$ cat config.mk
export PLATFORM = sky130hd
export DESIGN_NAME = can_frame_rx
export DESIGN_NICKNAME = d
export VERILOG_FILES = /design/src/rtl/can_rx_pkg.sv /design/src/rtl/can_rx_destuff.sv /design/src/rtl/can_rx_ctrl.sv /design/src/rtl/can_rx_data.sv /design/src/rtl/can_frame_rx.sv
export SDC_FILE = /design/constraint.sdc
export NUM_CORES = 1
export LEC_CHECK = 0
export BUFFER_PORTS_ARGS = -buffer_cell sky130_fd_sc_hd__buf_2
export CAP_MARGIN = 20
export CORE_ASPECT_RATIO = 1.1
export CORE_MARGIN = 4
export CORE_UTILIZATION = 45
export CTS_BUF_LIST = sky130_fd_sc_hd__clkbuf_8
export DETAILED_ROUTE_END_ITERATION = 6
export PLACE_DENSITY = 0.8
export SYNTH_ARGS = -nofsm -noshare
export SYNTH_HDL_FRONTEND = slang
export SYNTH_SLANG_ARGS = --single-unit
$ cat constraint.sdc
create_clock -name clk -period 6.7 [get_ports clk]
set_input_delay 1.34 -clock clk [delete_from_list [all_inputs] [get_ports clk]]
set_output_delay 1.34 -clock clk [all_outputs]
set_load 0.01 [all_outputs]
$ cat src/rtl/can_rx_pkg.sv
package can_rx_pkg;
  localparam int ID_W       = 11;
  localparam int EXT_W      = 18;
  localparam int FULL_W     = ID_W + EXT_W;
  localparam int DLC_W      = 4;
  localparam int MAX_BYTES  = 8;
  localparam int DATA_W     = MAX_BYTES * 8;
  localparam int IDX_W      = $clog2(DATA_W);
  localparam int CRC_W      = 15;
  localparam int RUN_LIMIT  = 5;
  localparam int RUN_W      = $clog2(RUN_LIMIT + 1);
  localparam int POS_W      = 8;
  localparam int VIOL_W     = 6;
  localparam int STD_DLC_END = 18;
  localparam int EXT_DLC_END = 38;
  localparam int EOF_LEN    = 7;
  // positions after the last data bit
  localparam int T_CRC_LAST = CRC_W;
  localparam int T_CRC_DEL  = CRC_W + 1;
  localparam int T_ACK      = CRC_W + 2;
  localparam int T_ACK_DEL  = CRC_W + 3;
  localparam int T_EOF_FIRST = CRC_W + 4;
  localparam int T_EOF_LAST = T_EOF_FIRST + EOF_LEN - 1;
  // violation bit positions
  localparam int V_SOF  = 0;
  localparam int V_ID   = 1;
  localparam int V_DLC  = 2;
  localparam int V_CRCD = 3;
  localparam int V_ACKD = 4;
  localparam int V_EOF  = 5;

  typedef struct packed {
    logic             frameStart;
    logic             idShift;
    logic             bit12Cap;
    logic             ideCap;
    logic             extShift;
    logic             rtrCap;
    logic             dlcShift;
    logic             dlcLast;
    logic             dataShift;
    logic [IDX_W-1:0] dataIdx;
    logic             crcShift;
    logic             crcDelimChk;
    logic             ackCap;
    logic             ackDelimChk;
    logic             eofChk;
    logic             lastBit;
  } strobe_t;
endpackage

$ cat src/rtl/can_rx_destuff.sv
module can_rx_destuff
  import can_rx_pkg::*;
(
  input  logic clk,
  input  logic rstN,
  input  logic bitValid,
  input  logic bitIn,
  input  logic stuffEn,
  input  logic clearHist,
  output logic frameBitValid,
  output logic frameBit
);
  logic [RUN_W-1:0] runLen;
  logic             lastRaw;
  logic             isStuff;

  assign isStuff       = bitValid && stuffEn && (runLen == RUN_W'(RUN_LIMIT)) && (bitIn != lastRaw);
  assign frameBitValid = bitValid && !isStuff;
  assign frameBit      = bitIn;

  always_ff @(posedge clk) begin
    if (!rstN) begin
      runLen  <= '0;
      lastRaw <= 1'b1;
    end else if (clearHist) begin
      runLen  <= '0;
      lastRaw <= 1'b1;
    end else if (bitValid) begin
      if (runLen != '0 && bitIn == lastRaw)
        runLen <= (runLen == RUN_W'(RUN_LIMIT)) ? runLen : runLen + 1'b1;
      else
        runLen <= RUN_W'(1);
      lastRaw <= bitIn;
    end
  end

  // a bit is only ever swallowed while stuff removal is enabled
  a_r2_drop_only_enabled: assert property (@(posedge clk) disable iff (!rstN)
    (bitValid && !frameBitValid) |-> stuffEn);
  // a swallowed bit always breaks a full-length run
  a_r1_drop_after_run: assert property (@(posedge clk) disable iff (!rstN)
    (bitValid && !frameBitValid) |-> (runLen == RUN_W'(RUN_LIMIT)));
endmodule

$ cat src/rtl/can_rx_ctrl.sv
module can_rx_ctrl
  import can_rx_pkg::*;
(
  input  logic       clk,
  input  logic       rstN,
  input  logic       frameBitValid,
  input  logic       frameBit,
  input  logic       isExt,
  input  logic       isRemote,
  input  logic [2:0] dlcLow,
  output strobe_t    strb,
  output logic       stuffEn,
  output logic       frameDone
);
  localparam logic [POS_W-1:0] STD_END = POS_W'(STD_DLC_END);
  localparam logic [POS_W-1:0] EXT_END = POS_W'(EXT_DLC_END);

  logic [POS_W-1:0] pos;
  logic [POS_W-1:0] lastData;
  logic             dlcKnown;
  logic [POS_W-1:0] dlcEnd;
  logic [POS_W-1:0] tail;
  logic             inTail;
  logic [DLC_W-1:0] dlcNext;
  logic [DLC_W-1:0] nBytes;
  logic [POS_W-1:0] dataBits;

  always_comb begin
    dlcEnd   = isExt ? EXT_END : STD_END;
    tail     = pos - lastData;
    inTail   = dlcKnown && (pos > lastData);
    stuffEn  = !(inTail && tail >= POS_W'(T_CRC_DEL));
    dlcNext  = {dlcLow, frameBit};
    nBytes   = (dlcNext > DLC_W'(MAX_BYTES)) ? DLC_W'(MAX_BYTES) : dlcNext;
    dataBits = isRemote ? '0 : {nBytes, 3'b000};
  end

  always_comb begin
    strb = '0;
    if (frameBitValid) begin
      strb.frameStart  = (pos == '0);
      strb.idShift     = (pos >= POS_W'(1)) && (pos <= POS_W'(ID_W));
      strb.bit12Cap    = (pos == POS_W'(12));
      strb.ideCap      = (pos == POS_W'(13));
      strb.extShift    = isExt && (pos >= POS_W'(14)) && (pos <= POS_W'(31));
      strb.rtrCap      = isExt && (pos == POS_W'(32));
      strb.dlcShift    = (pos >= POS_W'(14)) && (pos >= dlcEnd - POS_W'(3)) && (pos <= dlcEnd);
      strb.dlcLast     = (pos >= POS_W'(14)) && (pos == dlcEnd);
      strb.dataShift   = dlcKnown && !inTail;
      strb.crcShift    = inTail && (tail <= POS_W'(T_CRC_LAST));
      strb.crcDelimChk = inTail && (tail == POS_W'(T_CRC_DEL));
      strb.ackCap      = inTail && (tail == POS_W'(T_ACK));
      strb.ackDelimChk = inTail && (tail == POS_W'(T_ACK_DEL));
      strb.eofChk      = inTail && (tail >= POS_W'(T_EOF_FIRST)) && (tail <= POS_W'(T_EOF_LAST));
      strb.lastBit     = inTail && (tail == POS_W'(T_EOF_LAST));
    end
    strb.dataIdx = IDX_W'(pos - dlcEnd - POS_W'(1));
  end

  always_ff @(posedge clk) begin
    if (!rstN) begin
      pos       <= '0;
      lastData  <= '1;
      dlcKnown  <= 1'b0;
      frameDone <= 1'b0;
    end else begin
      frameDone <= frameBitValid && strb.lastBit;
      if (frameBitValid) begin
        if (strb.lastBit) begin
          pos      <= '0;
          lastData <= '1;
          dlcKnown <= 1'b0;
        end else begin
          pos <= pos + 1'b1;
          if (strb.dlcLast) begin
            dlcKnown <= 1'b1;
            lastData <= dlcEnd + dataBits;
          end
        end
      end
    end
  end

  // stuff bits never move the frame position
  a_r1_pos_hold: assert property (@(posedge clk) disable iff (!rstN)
    !frameBitValid |=> $stable(pos));
  // done is a single-cycle pulse
  a_r9_done_single: assert property (@(posedge clk) disable iff (!rstN)
    frameDone |=> !frameDone);
  // the data field never exceeds eight bytes
  a_r6_data_bound: assert property (@(posedge clk) disable iff (!rstN)
    dlcKnown |-> (lastData <= dlcEnd + POS_W'(DATA_W)));
  // after done the position is back at the start bit
  a_r9_restart: assert property (@(posedge clk) disable iff (!rstN)
    frameDone |-> (pos == '0));
endmodule

$ cat src/rtl/can_rx_data.sv
module can_rx_data
  import can_rx_pkg::*;
(
  input  logic              clk,
  input  logic              rstN,
  input  strobe_t           strb,
  input  logic              frameBit,
  output logic [ID_W-1:0]   baseId,
  output logic [EXT_W-1:0]  extId,
  output logic [FULL_W-1:0] fullId,
  output logic              isExtended,
  output logic              isRemote,
  output logic [DLC_W-1:0]  dlc,
  output logic [DATA_W-1:0] dataOut,
  output logic [CRC_W-1:0]  crcField,
  output logic              ackSeen,
  output logic [VIOL_W-1:0] violations,
  output logic              frameValid
);
  logic             bit12;
  logic             rtrExt;
  logic [IDX_W-1:0] bitSel;

  assign isRemote = isExtended ? rtrExt : bit12;
  assign fullId   = isExtended ? {baseId, extId} : {{EXT_W{1'b0}}, baseId};
  assign bitSel   = IDX_W'(DATA_W - 1) - strb.dataIdx;

  always_ff @(posedge clk) begin
    if (!rstN || strb.frameStart) begin
      baseId     <= '0;
      extId      <= '0;
      isExtended <= 1'b0;
      bit12      <= 1'b0;
      rtrExt     <= 1'b0;
      dlc        <= '0;
      dataOut    <= '0;
      crcField   <= '0;
      ackSeen    <= 1'b0;
      violations <= '0;
      frameValid <= 1'b0;
      if (rstN) violations[V_SOF] <= frameBit;
    end else begin
      frameValid <= strb.lastBit && (violations == '0) && frameBit;
      if (strb.idShift)  baseId <= {baseId[ID_W-2:0], frameBit};
      if (strb.bit12Cap) begin
        bit12 <= frameBit;
        violations[V_ID] <= &baseId[ID_W-1:4];
      end
      if (strb.ideCap)   isExtended <= frameBit;
      if (strb.extShift) extId <= {extId[EXT_W-2:0], frameBit};
      if (strb.rtrCap)   rtrExt <= frameBit;
      if (strb.dlcShift) dlc <= {dlc[DLC_W-2:0], frameBit};
      if (strb.dlcLast)  violations[V_DLC] <= ({dlc[DLC_W-2:0], frameBit} > DLC_W'(MAX_BYTES));
      if (strb.dataShift) dataOut[bitSel] <= frameBit;
      if (strb.crcShift) crcField <= {crcField[CRC_W-2:0], frameBit};
      if (strb.crcDelimChk) violations[V_CRCD] <= !frameBit;
      if (strb.ackCap)   ackSeen <= !frameBit;
      if (strb.ackDelimChk) violations[V_ACKD] <= !frameBit;
      if (strb.eofChk && !frameBit) violations[V_EOF] <= 1'b1;
    end
  end

  // a valid pulse never coexists with a recorded violation
  a_r10_valid_clean: assert property (@(posedge clk) disable iff (!rstN)
    frameValid |-> (violations == '0));
  // base-format frames leave the extension field empty
  a_r4_ext_empty: assert property (@(posedge clk) disable iff (!rstN)
    !isExtended |-> (extId == '0));
endmodule

$ cat src/rtl/can_frame_rx.sv
module can_frame_rx
  import can_rx_pkg::*;
(
  input  logic              clk,
  input  logic              rstN,
  input  logic              bitValid,
  input  logic              bitIn,
  output logic              frameDone,
  output logic              frameValid,
  output logic [ID_W-1:0]   baseId,
  output logic [EXT_W-1:0]  extId,
  output logic [FULL_W-1:0] fullId,
  output logic              isExtended,
  output logic              isRemote,
  output logic [DLC_W-1:0]  dlc,
  output logic [DATA_W-1:0] dataOut,
  output logic [CRC_W-1:0]  crcField,
  output logic              ackSeen,
  output logic [VIOL_W-1:0] violations
);
  strobe_t strb;
  logic    stuffEn;
  logic    frameBitValid;
  logic    frameBit;

  can_rx_destuff u_destuff (
    .clk(clk), .rstN(rstN), .bitValid(bitValid), .bitIn(bitIn),
    .stuffEn(stuffEn), .clearHist(strb.lastBit),
    .frameBitValid(frameBitValid), .frameBit(frameBit)
  );

  can_rx_ctrl u_ctrl (
    .clk(clk), .rstN(rstN), .frameBitValid(frameBitValid), .frameBit(frameBit),
    .isExt(isExtended), .isRemote(isRemote), .dlcLow(dlc[DLC_W-2:0]),
    .strb(strb), .stuffEn(stuffEn), .frameDone(frameDone)
  );

  can_rx_data u_data (
    .clk(clk), .rstN(rstN), .strb(strb), .frameBit(frameBit),
    .baseId(baseId), .extId(extId), .fullId(fullId), .isExtended(isExtended),
    .isRemote(isRemote), .dlc(dlc), .dataOut(dataOut), .crcField(crcField),
    .ackSeen(ackSeen), .violations(violations), .frameValid(frameValid)
  );

  // the valid pulse only comes with the done pulse
  a_r10_valid_with_done: assert property (@(posedge clk) disable iff (!rstN)
    frameValid |-> frameDone);
endmodule

After elaboration in Yosys (flattened, before gate mapping)
Index checks and enable logic that the tools add are counted.

word-level totals
  register bits after elaboration = 145
  bits of input ports = 4
  output and inout port bits = 152
  word-level logic and storage cells = 115

cells by class
  add/subtract/negate cells = 8
  order comparisons = 14
  equal/unequal tests = 12
  multiplexer cells = 17
  bitwise gates (word level) = 1
  reductions and logical operators = 41

operator list
  kind                   count
  $bwmux W64             1
  $eq A8 B5 Y1 const B   4
  $mux W29               1
  $logic_and A1 B1 Y1    27
  $mux W8                3
  $eq A8 B4 Y1 const B   2
  $ge A8 B5 Y1 const B   2
  $le A8 B4 Y1 const B   2
  $le A8 B5 Y1 const B   2
  $mux W6                2
  $mux W9                1
  $add A8 B1 Y8 const B  1
  $add A8 B8 Y8          1
  $eq A8 B6 Y1           1
  $eq A8 B6 Y1 const B   1
  $ge A8 B1 Y1 const B   1
  $ge A8 B4 Y1 const B   1
  $ge A8 B8 Y1           1
  $gt A8 B8 Y1           1
  $le A8 B6 Y1           1
  $logic_not A8 Y1       1
  $sub A8 B2 Y8 const B  1
  $sub A8 B8 Y8          1
  $lt A6 B7 Y1 const B   1
  24 further kinds       33

Depth between registers and ports, before layout
Gate-level depths: netlist (run 1).

  depth after elaboration = 12
  mapped depth = 14
  gate-level depth less buffers = 11

Cells and area by module
From an unflattened synthesis (run 1), not the netlist that was laid out.

unflattened totals
  cells, all modules = 768
  area total of the unflattened synthesis = 7079.3 um^2

modules (own cells, without submodules)
  module          times used  cells each  area each (um^2)  sequential area each (um^2)
  can_rx_data     1           531         5134.9            2472.4
  can_rx_ctrl     1           207         1672.9            340.3
  can_rx_destuff  1           30          271.5             80.1

Least setup slack after synthesis (run 1)
Ideal clock, no wire load.

  kind = reg2reg
  from = register u_ctrl.pos[0]
  to = register u_data.violations[0], enable pin
  setup time = 0.294 ns
  arrival time = 3.036 ns
  required time = 6.406 ns
  setup slack = 3.370 ns
  stages on the path, launching flop included = 14
  path buffers = 3
  period minus slack after synthesis = 3.330 ns
  path through = dfxtp_1 clkbuf_1 inv_1 ha_1 inv_1 ha_1 a211oi_1 nor3b_2 a221o_2 a31o_2 o211ai_4 o41ai_4 buf_6 buf_6

on the way
  word-level cells in the longest chain between the ends = 11
  elaborated cells on any way between the ends = 14
  classes of those cells = 1 x add/sub; 2 x order compare; 1 x mux; 10 x reduce/logical

RTL lines
  item                                                 RTL line                              RTL
  start: declaration                                   can_rx_ctrl.sv:18                     logic [POS_W-1:0] pos;
  start signal: assignment                             can_rx_ctrl.sv:74                     pos <= pos + 1'b1;
  $sub A8 B8 Y8 or $gt A8 B8 Y1 (tied branches)        can_rx_ctrl.sv:30, can_rx_ctrl.sv:31
  $ge A8 B5 Y1 or $logic_and A1 B1 Y1 (tied branches)  can_rx_ctrl.sv:32, can_rx_ctrl.sv:31
  $logic_and A1 B1 Y1                                  can_rx_ctrl.sv:32                     stuffEn = !(inTail && tail >= POS_W'(T_CRC_DEL));
  $logic_not A1 Y1                                     can_rx_ctrl.sv:32
  $logic_and A1 B1 Y1 (3 in a row)                     can_rx_destuff.sv:17                  assign isStuff = bitValid && stuffEn && (runLen == RUN_W'(RUN_LIMIT)) && (bitIn != lastRaw);
  $logic_not A1 Y1                                     can_rx_destuff.sv:18                  assign frameBitValid = bitValid && !isStuff;
  $logic_and A1 B1 Y1                                  can_rx_destuff.sv:18
  $mux W9 (*)                                          can_rx_ctrl.sv:40                     if (frameBitValid) begin
  $logic_or A1 B1 Y1 (*)                               can_rx_data.sv:29                     if (!rstN || strb.frameStart) begin
  end signal: indexed assignment                       can_rx_data.sv:41                     if (rstN) violations[V_SOF] <= frameBit;
  end signal: indexed assignment                       can_rx_data.sv:47                     violations[V_ID] <= &baseId[ID_W-1:4];
  end signal: indexed assignment                       can_rx_data.sv:53                     if (strb.dlcLast) violations[V_DLC] <= ({dlc[DLC_W-2:0], frameBit} > DLC_W'(MAX_BYTES));
  end: declaration                                     can_rx_data.sv:17                     output logic [VIOL_W-1:0] violations,

Mark *: on every way between the ends. The rest lies on a longest branch, timed or not.
A chain may end at the register's enable or synchronous reset.

Worst setup path after layout (run 1)
  from = register u_ctrl.pos[0]
  to = register u_data.frameValid

on the way
  word-level cells in the longest chain between the ends = 12
  elaborated cells on any way between the ends = 19
  classes of those cells = 1 x add/sub; 2 x order compare; 1 x eq/ne; 2 x mux; 13 x reduce/logical

RTL lines
  item                                                 RTL line                              RTL
  $sub A8 B8 Y8 or $gt A8 B8 Y1 (tied branches)        can_rx_ctrl.sv:30, can_rx_ctrl.sv:31
  $ge A8 B5 Y1 or $logic_and A1 B1 Y1 (tied branches)  can_rx_ctrl.sv:32, can_rx_ctrl.sv:31
  $logic_and A1 B1 Y1                                  can_rx_ctrl.sv:32
  $logic_not A1 Y1                                     can_rx_ctrl.sv:32
  $logic_and A1 B1 Y1 (3 in a row)                     can_rx_destuff.sv:17
  $logic_not A1 Y1                                     can_rx_destuff.sv:18
  $logic_and A1 B1 Y1                                  can_rx_destuff.sv:18
  $mux W6                                              can_rx_ctrl.sv:40
  $logic_and A1 B1 Y1 (2 in a row)                     can_rx_data.sv:43                     frameValid <= strb.lastBit && (violations == '0) && frameBit;
  end signal: assignment                               can_rx_data.sv:43
  end: declaration                                     can_rx_data.sv:18                     output logic frameValid

Several ways; a longest one is shown, not always the timed one.

==> impl.org, run 1 <==
** Setup path
- Worst Path Class, Setup :: flop to flop
- The worst setup path is captured at a flop.
- Maximum net fanout on the critical path :: between 50 and 60
- For the worst setup path, the data required time is slightly above 7000 ps.
- The worst register-to-register path ends at u_data.frameValid.
- Origin of the worst setup path :: u_ctrl.pos[0]
- Counting cells, the worst reg-to-reg path comes to 12.
- End point of the critical path :: u_data.frameValid
- Max incr delay on CP :: 650 ps
- Traced cell by cell, the critical path runs through inv_1 > ha_1 > inv_1 > ha_1 > a211oi_1 > nor3b_2 > a221o_2 > a31o_2 > o211ai_4 > o41ai_4 > buf_4 > and4b_1.
- Worst setup slack for register-to-register paths :: between 2000 and 2500 ps
- Data arrives at the worst endpoint at 4550 ps.
- In this design, the largest share of critical-path delay is due to compound AO/OA/AOI/OAI gates.
- The worst setup path is launched from a flop.
- Together, buffers and inverters on the worst path number 3.
- On the critical path, the stage with the largest delay is an instance of sky130_fd_sc_hd__buf_4.
- Worst reg2reg startpoint :: u_ctrl.pos[0]
- Counting buffers and inverters, the worst setup path is 12 cells deep.

** Logic synthesis
- Yosys printed 0 warnings.
- Number of enable-type register cells in the synthesized netlist :: 1
- Gate Count Post-Synth :: 896
- The synthesized netlist occupies a cell area of 7350 µm².
- Post-Syn Nets :: 926
- Synth cell types :: 65
- Number of flip-flops and latches in the synthesized netlist :: 144
- In the synthesized netlist the dominant register cell turns out to be sky130_fd_sc_hd__dfxtp_1.
- Sequential share of the synthesized area :: 0.394
- Average cell area after synthesis :: about 8.2 µm²
- For this run, asynchronously set or reset flops after synthesis account for 0.

** Drt
- Total detailed-routing wirelength :: between 15000 and 20000 µm
- After detailed routing, the number of vias per cell comes to 5.58.
- Average wire per standard cell :: 16.1 µm
- Number of DRC violations after detailed routing :: 0
- The routed layout has 6897 vias.
- In this run, the number of DRC markers left after iteration 0 of detailed routing was 501.
- Post-detailed-route count of antenna-violating nets :: 0
- First-pass detailed-route iteration total :: 5

** Global route
- Entering global routing, the biggest net connects 82 pins.
- Via count of the first global-routing pass :: 6189
- Across every metal layer, demand over resource in global routing totals 0.214.
- Antenna violations before repair :: 0
- The first global-routing pass estimated around 32000 µm of wire.
- Overflow left after global routing :: 0

** Timing
- Setup repair after global routing left no endpoint under its margin.
- Final-report hold violation count :: 0
- Final-report max-slew violation count :: 0
- At the pin with the least slew margin, the transition time is 891 ps.
- After routing, the total negative slack on setup checks comes to 0 ps.
- In this run the tightest slew margin relative to its limit is 0.404.
- Clock skew after layout :: 11.6 ps
- Static timing analysis puts the maximum clock frequency at 0.238 GHz.
- Finish-stage setup viols :: 0
- Period utilisation layout :: 0.628
- Final critical delay including setup and external delays :: 4210 ps
- Min setup slack post-route :: 2490 ps

** Clock network
- The longest clock path from root to sink contains 2 buffers.
- The H-tree was split into 4 levels.
- After clock tree synthesis, the clock-pin slew on the worst setup and hold paths is 80 ps.
- Clock tree from TritonCTS :: yes
- Clock root buffer master :: sky130_fd_sc_hd__clkbuf_8
- Clock tree synthesis found a total of roughly 140 sinks.
- Number of buffers created by CTS :: 17
- The number of setup buffers added after CTS is 0.
- Clock latency reported for the late side of the worst-skew pair :: 450 ps
- After clock tree synthesis, the repair step resized 0 gates.
- The number of hold buffers added after CTS was 0.

** Finish
- Leaving out fill and tap cells, the most frequent cell in the layout is sky130_fd_sc_hd__buf_2.
- The finished layout holds between 1k and 1.5k standard cells, fillers aside.
- Layout cell share with drive strength beyond 1 :: 0.253
- The final layout contains 1054 nets.
- Commonest non-fill, non-tap cells in the layout :: 155 x sky130_fd_sc_hd__buf_2, 143 x sky130_fd_sc_hd__dfxtp_1, 106 x sky130_fd_sc_hd__nand2_1
- Number of inserted diodes :: 0
- Compared with the post-synthesis result, the final layout area differs by 17.4%.

** Outcome
- The run finished with clean final reports.

** Floorplanning
- Effective utilization at floorplan :: 0.463
- In this run the vertical extent of the chip is ~140 µm.
- Std-Cell Rows :: 48
- Die boundary width :: 130 µm
- The region available for standard cell placement spans 15900 µm².
- around 160 I/O pins were placed.
- Die ar. :: 18400 µm²

** Placement
- Count of buffers from port buffering :: 155
- Routability-driven placement finished with a final weighted congestion of 0.877.
- Placed insts :: 1202
- After legalization and detailed placement, the total HPWL measured 13800 µm.
- DP Worst Slack :: 2580 ps

** Power and ir drop
- Final Power :: 1.74 mW
- Dividing total power by cell area gives a power density of about 200 nW/µm².
- Lkg Pwr :: 3.60 nW
- Maximum vdd ir drop :: 125 µV

** Min path
- The path class of the tightest hold or removal check is flop to flop.

** Flow run
- Across the run, the number of max-cap violations was 0.
[metrics by stage]
stage	hold WS, ps	util	instance area [µm²]
detailed placement	447	0.514	8140
global route	487	0.544	8630
CTS	462	0.542	8600
finish	461	0.544	8630
floorplan	450	-	7350
global placement	441	0.514	8140
[final cells by class]
cell class                 instances  area (µm²)
inverter                          26        97.6
tap                              200         250
clock buffer                      20         275
timing repair buffer             165         855
multi-input combinational        670        4080
clock inverter                    12         181
sequential                       144        2890
fill                            1477        7230
[worst min-delay path by stage]
| stage | startpoint | end | slack, ps | cells past startpoint |
|---|---|---|---|---|
| floorplan | u_ctrl.lastData[0] | u_ctrl.lastData[0] | 450 | 2 |
| global placement | u_data.dataOut[19] | u_data.dataOut[19] | 440 | 2 |
| detailed placement | u_data.dataOut[18] | u_data.dataOut[18] | 450 | 2 |
| CTS | u_data.dataOut[18] | u_data.dataOut[18] | 460 | 2 |
| global route | u_data.dataOut[22] | u_data.dataOut[22] | 490 | 2 |
| finish | u_data.dataOut[22] | u_data.dataOut[22] | 460 | 2 |
[tightest hold or removal path, cell delays in order (launching register included)]
cell and delay (ps):
sky130_fd_sc_hd__dfxtp_1 320, sky130_fd_sc_hd__nand2_1 50, sky130_fd_sc_hd__a21oi_1 50
[logic make-up after synthesis]
family | after synthesis | share of synthesized area
buffers and inverters | 82 | 0.0518
flip-flops | 144 | 0.394
multiplexers | 44 | 0.0620
AND/OR/NAND/NOR | 354 | 0.224
AO/OA/AOI/OAI | 237 | 0.212
XOR/XNOR | 9 | 0.0107
adder cells (fa/ha/maj) | 26 | 0.0453
[Yosys cell counts (25+ instances only)]
cell type,instances,share of area
sky130_fd_sc_hd__mux2i_1,32,0.044
sky130_fd_sc_hd__ha_1,25,0.043
sky130_fd_sc_hd__nand2_1,106,0.054
sky130_fd_sc_hd__nand3_1,62,0.042
sky130_fd_sc_hd__o21ai_0,82,0.056
sky130_fd_sc_hd__a21oi_1,63,0.043
sky130_fd_sc_hd__inv_1,26,0.013
sky130_fd_sc_hd__and2_1,27,0.023
sky130_fd_sc_hd__a21oi_2,39,0.046
sky130_fd_sc_hd__dfxtp_1,143,0.39
sky130_fd_sc_hd__nor2_1,99,0.051
sky130_fd_sc_hd__clkbuf_1,41,0.021
[power by group]
group,internal (mW),switching (mW)
logic,0.0199,0.0779
clock network,0.437,0.345
registers,0.859,0.00511
[layer usage]
metal / GRT usage / share of wire / up-vias
met2: 0.353 / 0.49 / 210
met5: 0 / 0 / -
li1: - / - / 3391
met4: 0.0689 / 0.024 / 0
met1: 0.282 / 0.43 / 3254
met3: 0.0439 / 0.054 / 42
[state kept, by name, summed over array words and instances (netlist names), 4 cells and up]
name               cells
u_data.dataOut        64
u_data.extId          18
u_data.crcField       15
u_data.baseId         11
u_ctrl.pos             8
u_ctrl.lastData        7
u_data.violations      6
u_data.dlc             4
Power figures use the tool's default switching activity.
==> inputs of run 2 (changes only) <==
Clock period 6.7 ns to 4.2 ns, I/O delays scaled along.
==> run 2 against run 1 <==
Compared with the run above:
- clock-buffer cell count down 1
- routed wire length rose by 0.36%
- non-clock buffer count increased by 8
- sequential power increased by 60%
- clock power up 51%
- final area rose by 0.59%
- die area is the same
- critical endpoint is now u_data.violations[0]
- fmax is 12% higher
- sequential cell count unchanged
- total power grew 56%
- clock skew is 3.6 ps higher
==> impl.org, run 2 (synthesis results as in run 1) <==
** Setup path
- The endpoint of the lowest-slack register-to-register path is u_data.violations[0] (was u_data.frameValid).
- Endpoint kind of the worst setup timing path :: flop (unchanged)
- The path depth of the worst reg2reg path is 11 (was 12).
- Worst reg2reg startpoint :: u_ctrl.pos[0] (unchanged)
- Crit start category :: flop (unchanged)
- The kind of critical path is flop to flop (unchanged).
- The arrival time of the worst setup path came to 3910 ps (was 4550 ps).
- Worst setup slack for register-to-register paths :: 440 ps (was 2490 ps)
- Maximum net fanout on the critical path :: 20 (was 59)
- Required @ worst endpoint :: 4350 ps (was 7040 ps)

** Timing
- Period utilisation layout :: 0.895 (was 0.628)
- The relative max-transition margin was 0.310 (was 0.404).
- Unrepaired setup endpoints after global routing :: false (unchanged)
- Setup total negative slack :: 0 ps (unchanged)
- The transition at the pin with the smallest max-transition slack was 1030 ps (was 891 ps).
- Finish-stage setup viols :: 0 (unchanged)
- The max-slew violation count was 0 (unchanged).
- The worst clock skew was 15.3 ps (was 11.6 ps).
- The final hold slack is 461 ps (about the same).
- Final-report hold violation count :: 0 (unchanged)
- Final critical delay including setup and external delays :: 3760 ps (was 4210 ps)
- The highest clock frequency the design can meet came to 0.266 GHz (was 0.238 GHz).

** Floorplanning
- The number of ports placed on the die boundary was 156 (unchanged).
- The die boundary height was 142 µm (unchanged).
- Die ar. :: 18400 µm² (unchanged)
- Die boundary width :: 130 µm (unchanged)
- The starting density of the core was 0.463 (unchanged).
- Floorplan core area :: 15900 µm² (unchanged)
- Std-Cell Rows :: 48 (unchanged)

** Clock network
- Clock root buffer master :: sky130_fd_sc_hd__clkbuf_8 (unchanged)
- Hold-fix buffer count after cts :: 0 (unchanged)
- Quantity of gates resized following cts :: 0 (unchanged)
- The number of sinks on the clock net was 144 (unchanged).
- The buffers inserted during post-CTS setup optimization was 0 (unchanged).
- The number of buffers on the longest clock path was 2 (unchanged).
- Clock latency reported for the late side of the worst-skew pair :: 460 ps (was 450 ps)
- The H-tree depth was 4 (unchanged).
- The TritonCTS clock tree was yes (unchanged).
- The total clock buffers created by CTS is 17 (unchanged).
- CTS clk-pin slew, worst paths :: 90 ps (was 80 ps)

** Finish
- The register with the most flip-flops is u_data.dataOut (unchanged).
- The fraction of final layout cells with drive strength greater than 1 is 0.258 (was 0.253).
- Commonest non-fill, non-tap cells in the layout: 155 x sky130_fd_sc_hd__buf_2, 143 x sky130_fd_sc_hd__dfxtp_1, 106 x sky130_fd_sc_hd__nand2_1 (unchanged).
- Max FFs per register :: 64 (unchanged)
- The net total in the final layout is 1062 (was 1054).
- The most frequent standard cell in the layout excluding fill and tap cells is sky130_fd_sc_hd__buf_2 (unchanged).
- Largest registers in the final layout: u_data.dataOut (64), u_data.extId (18), u_data.crcField (15) (unchanged).
- The synthesis-to-finish area growth is 18.1% (was 17.4%).
- The number of diodes added for antenna fixing came to 0 (unchanged).
- Fillers :: 1488 (was 1477)

** Power and ir drop
- Maximum vdd ir drop :: 221 µV (was 125 µV)
- The power density over cell area was 313 nW/µm² (was 202 nW/µm²).
- Final Power :: 2.72 mW (was 1.74 mW)
- The leakage component of the power is 3.65 nW (was 3.60 nW).

** Global route
- Overall track demand over capacity in global routing :: 0.214 (about the same)
- The number of global-route vias before repair was 6382 (was 6189).
- The total overflow reported by the global router was 0 (unchanged).
- The largest net degree at the start of global routing is 72 (was 82).
- The wire length of the first global-routing pass is 32200 µm (was 32300 µm).
- Antenna violations before repair :: 0 (unchanged)

** Outcome
- Status: finished, final reports clean (unchanged).

** Drt
- Average wire per standard cell :: 16.0 µm (was 16.1 µm)
- The total routed wirelength was 20000 µm (was 19900 µm).
- The number of nets with antenna violations after routing is 0 (unchanged).
- Vias/cell :: 5.55 (was 5.58)
- Number of DRC violations after detailed routing :: 0 (unchanged)
- Vias after detailed routing :: 6909 (was 6897)
- The number of design-rule violations left by the first detailed-router iteration came to 484 (was 501).
- The number of optimization iterations in the first detailed-route pass is 5 (unchanged).

** Min path
- The worst hold path depth was 2 (unchanged).
- Worst Hold Class :: flop to flop (unchanged)
- Startpoint of the most critical hold path :: u_data.dataOut[22] (unchanged)
- The endpoint with the worst hold slack is u_data.dataOut[22] (unchanged).

** Placement
- The port buffer count is 155 (unchanged).
- The post-detailed-placement half-perimeter wirelength came to 13900 µm (was 13800 µm).
- Placer Congestion :: 0.903 (was 0.877)

** Flow run
- Max-cap violation count :: 0 (unchanged)
run 2: cell count changes in the layout (fill, tap and decap cells not counted), moves of 2 or more:
cell / delta
sky130_fd_sc_hd__clkinv_2: +3
sky130_fd_sc_hd__clkinvlp_4: -3
sky130_fd_sc_hd__clkinv_4: +2
sky130_fd_sc_hd__buf_12: +2
sky130_fd_sc_hd__buf_4: +6
run 2: worst max-delay path by stage:
stage | cells after the start | to | start | slack [ps]
6_report | 11 | u_data.violations[0] | u_ctrl.pos[0] | 440
3_5_place_dp | 11 | u_data.violations[0] | u_ctrl.pos[0] | 500
4_1_cts | 11 | u_data.violations[0] | u_ctrl.pos[0] | 470
2_1_floorplan | 13 | u_data.violations[0] | u_ctrl.pos[0] | 870
5_1_grt | 11 | u_data.violations[0] | u_ctrl.pos[0] | 160
3_3_place_gp | 11 | u_data.violations[0] | u_ctrl.pos[0] | 670
run 2: layout make-up:
type,count,area (µm²),area share
clock buffers,19,262,0.0301
clock inverters,13,161,0.0186
inverters,26,97.6,0.0112
multi-input cells,670,4080,0.470
flip-flops and latches,144,2890,0.333
well taps,200,250,0.0288
repair buffers,173,940,0.108
run 2: power breakdown:
group / total [mW] / switching [mW] / internal [mW]
combinational: 0.167 / 0.128 / 0.0387
sequential: 1.38 / 0.00708 / 1.37
clock: 1.18 / 0.555 / 0.620
run 2: stage by stage:
stage | setup WS (ps) | cell area [µm²] | util | instances
after floorplan | 870 | 7350 | - | 896
after global placement | 670 | 8240 | 0.520 | 1212
after detailed placement | 497 | 8240 | 0.520 | 1212
after CTS | 466 | 8670 | 0.547 | 1244
after global routing | 155 | 8680 | 0.547 | 1245
final | 440 | 8680 | 0.547 | 1245
run 2: routing by layer:
metal / part of all wire / wire length (µm) / vias up / track usage
li1: - / - / 3408 / -
met1: 0.43 / 8610 / 3252 / 0.273
met2: 0.49 / 9780 / 212 / 0.356
met3: 0.054 / 1070 / 37 / 0.0477
met4: 0.024 / 481 / 0 / 0.0788
met5: 0 / 0 / - / 0
run 2: critical path, stage by stage (launching register included):
cell and delay [ps]:
sky130_fd_sc_hd__dfxtp_1 620, sky130_fd_sc_hd__inv_1 250, sky130_fd_sc_hd__ha_1 250, sky130_fd_sc_hd__inv_1 80, sky130_fd_sc_hd__ha_1 190, sky130_fd_sc_hd__a211oi_1 110
sky130_fd_sc_hd__nor3b_2 350, sky130_fd_sc_hd__a221o_2 320, sky130_fd_sc_hd__a31o_2 260, sky130_fd_sc_hd__o211ai_4 110, sky130_fd_sc_hd__o41ai_4 560, sky130_fd_sc_hd__buf_4 340
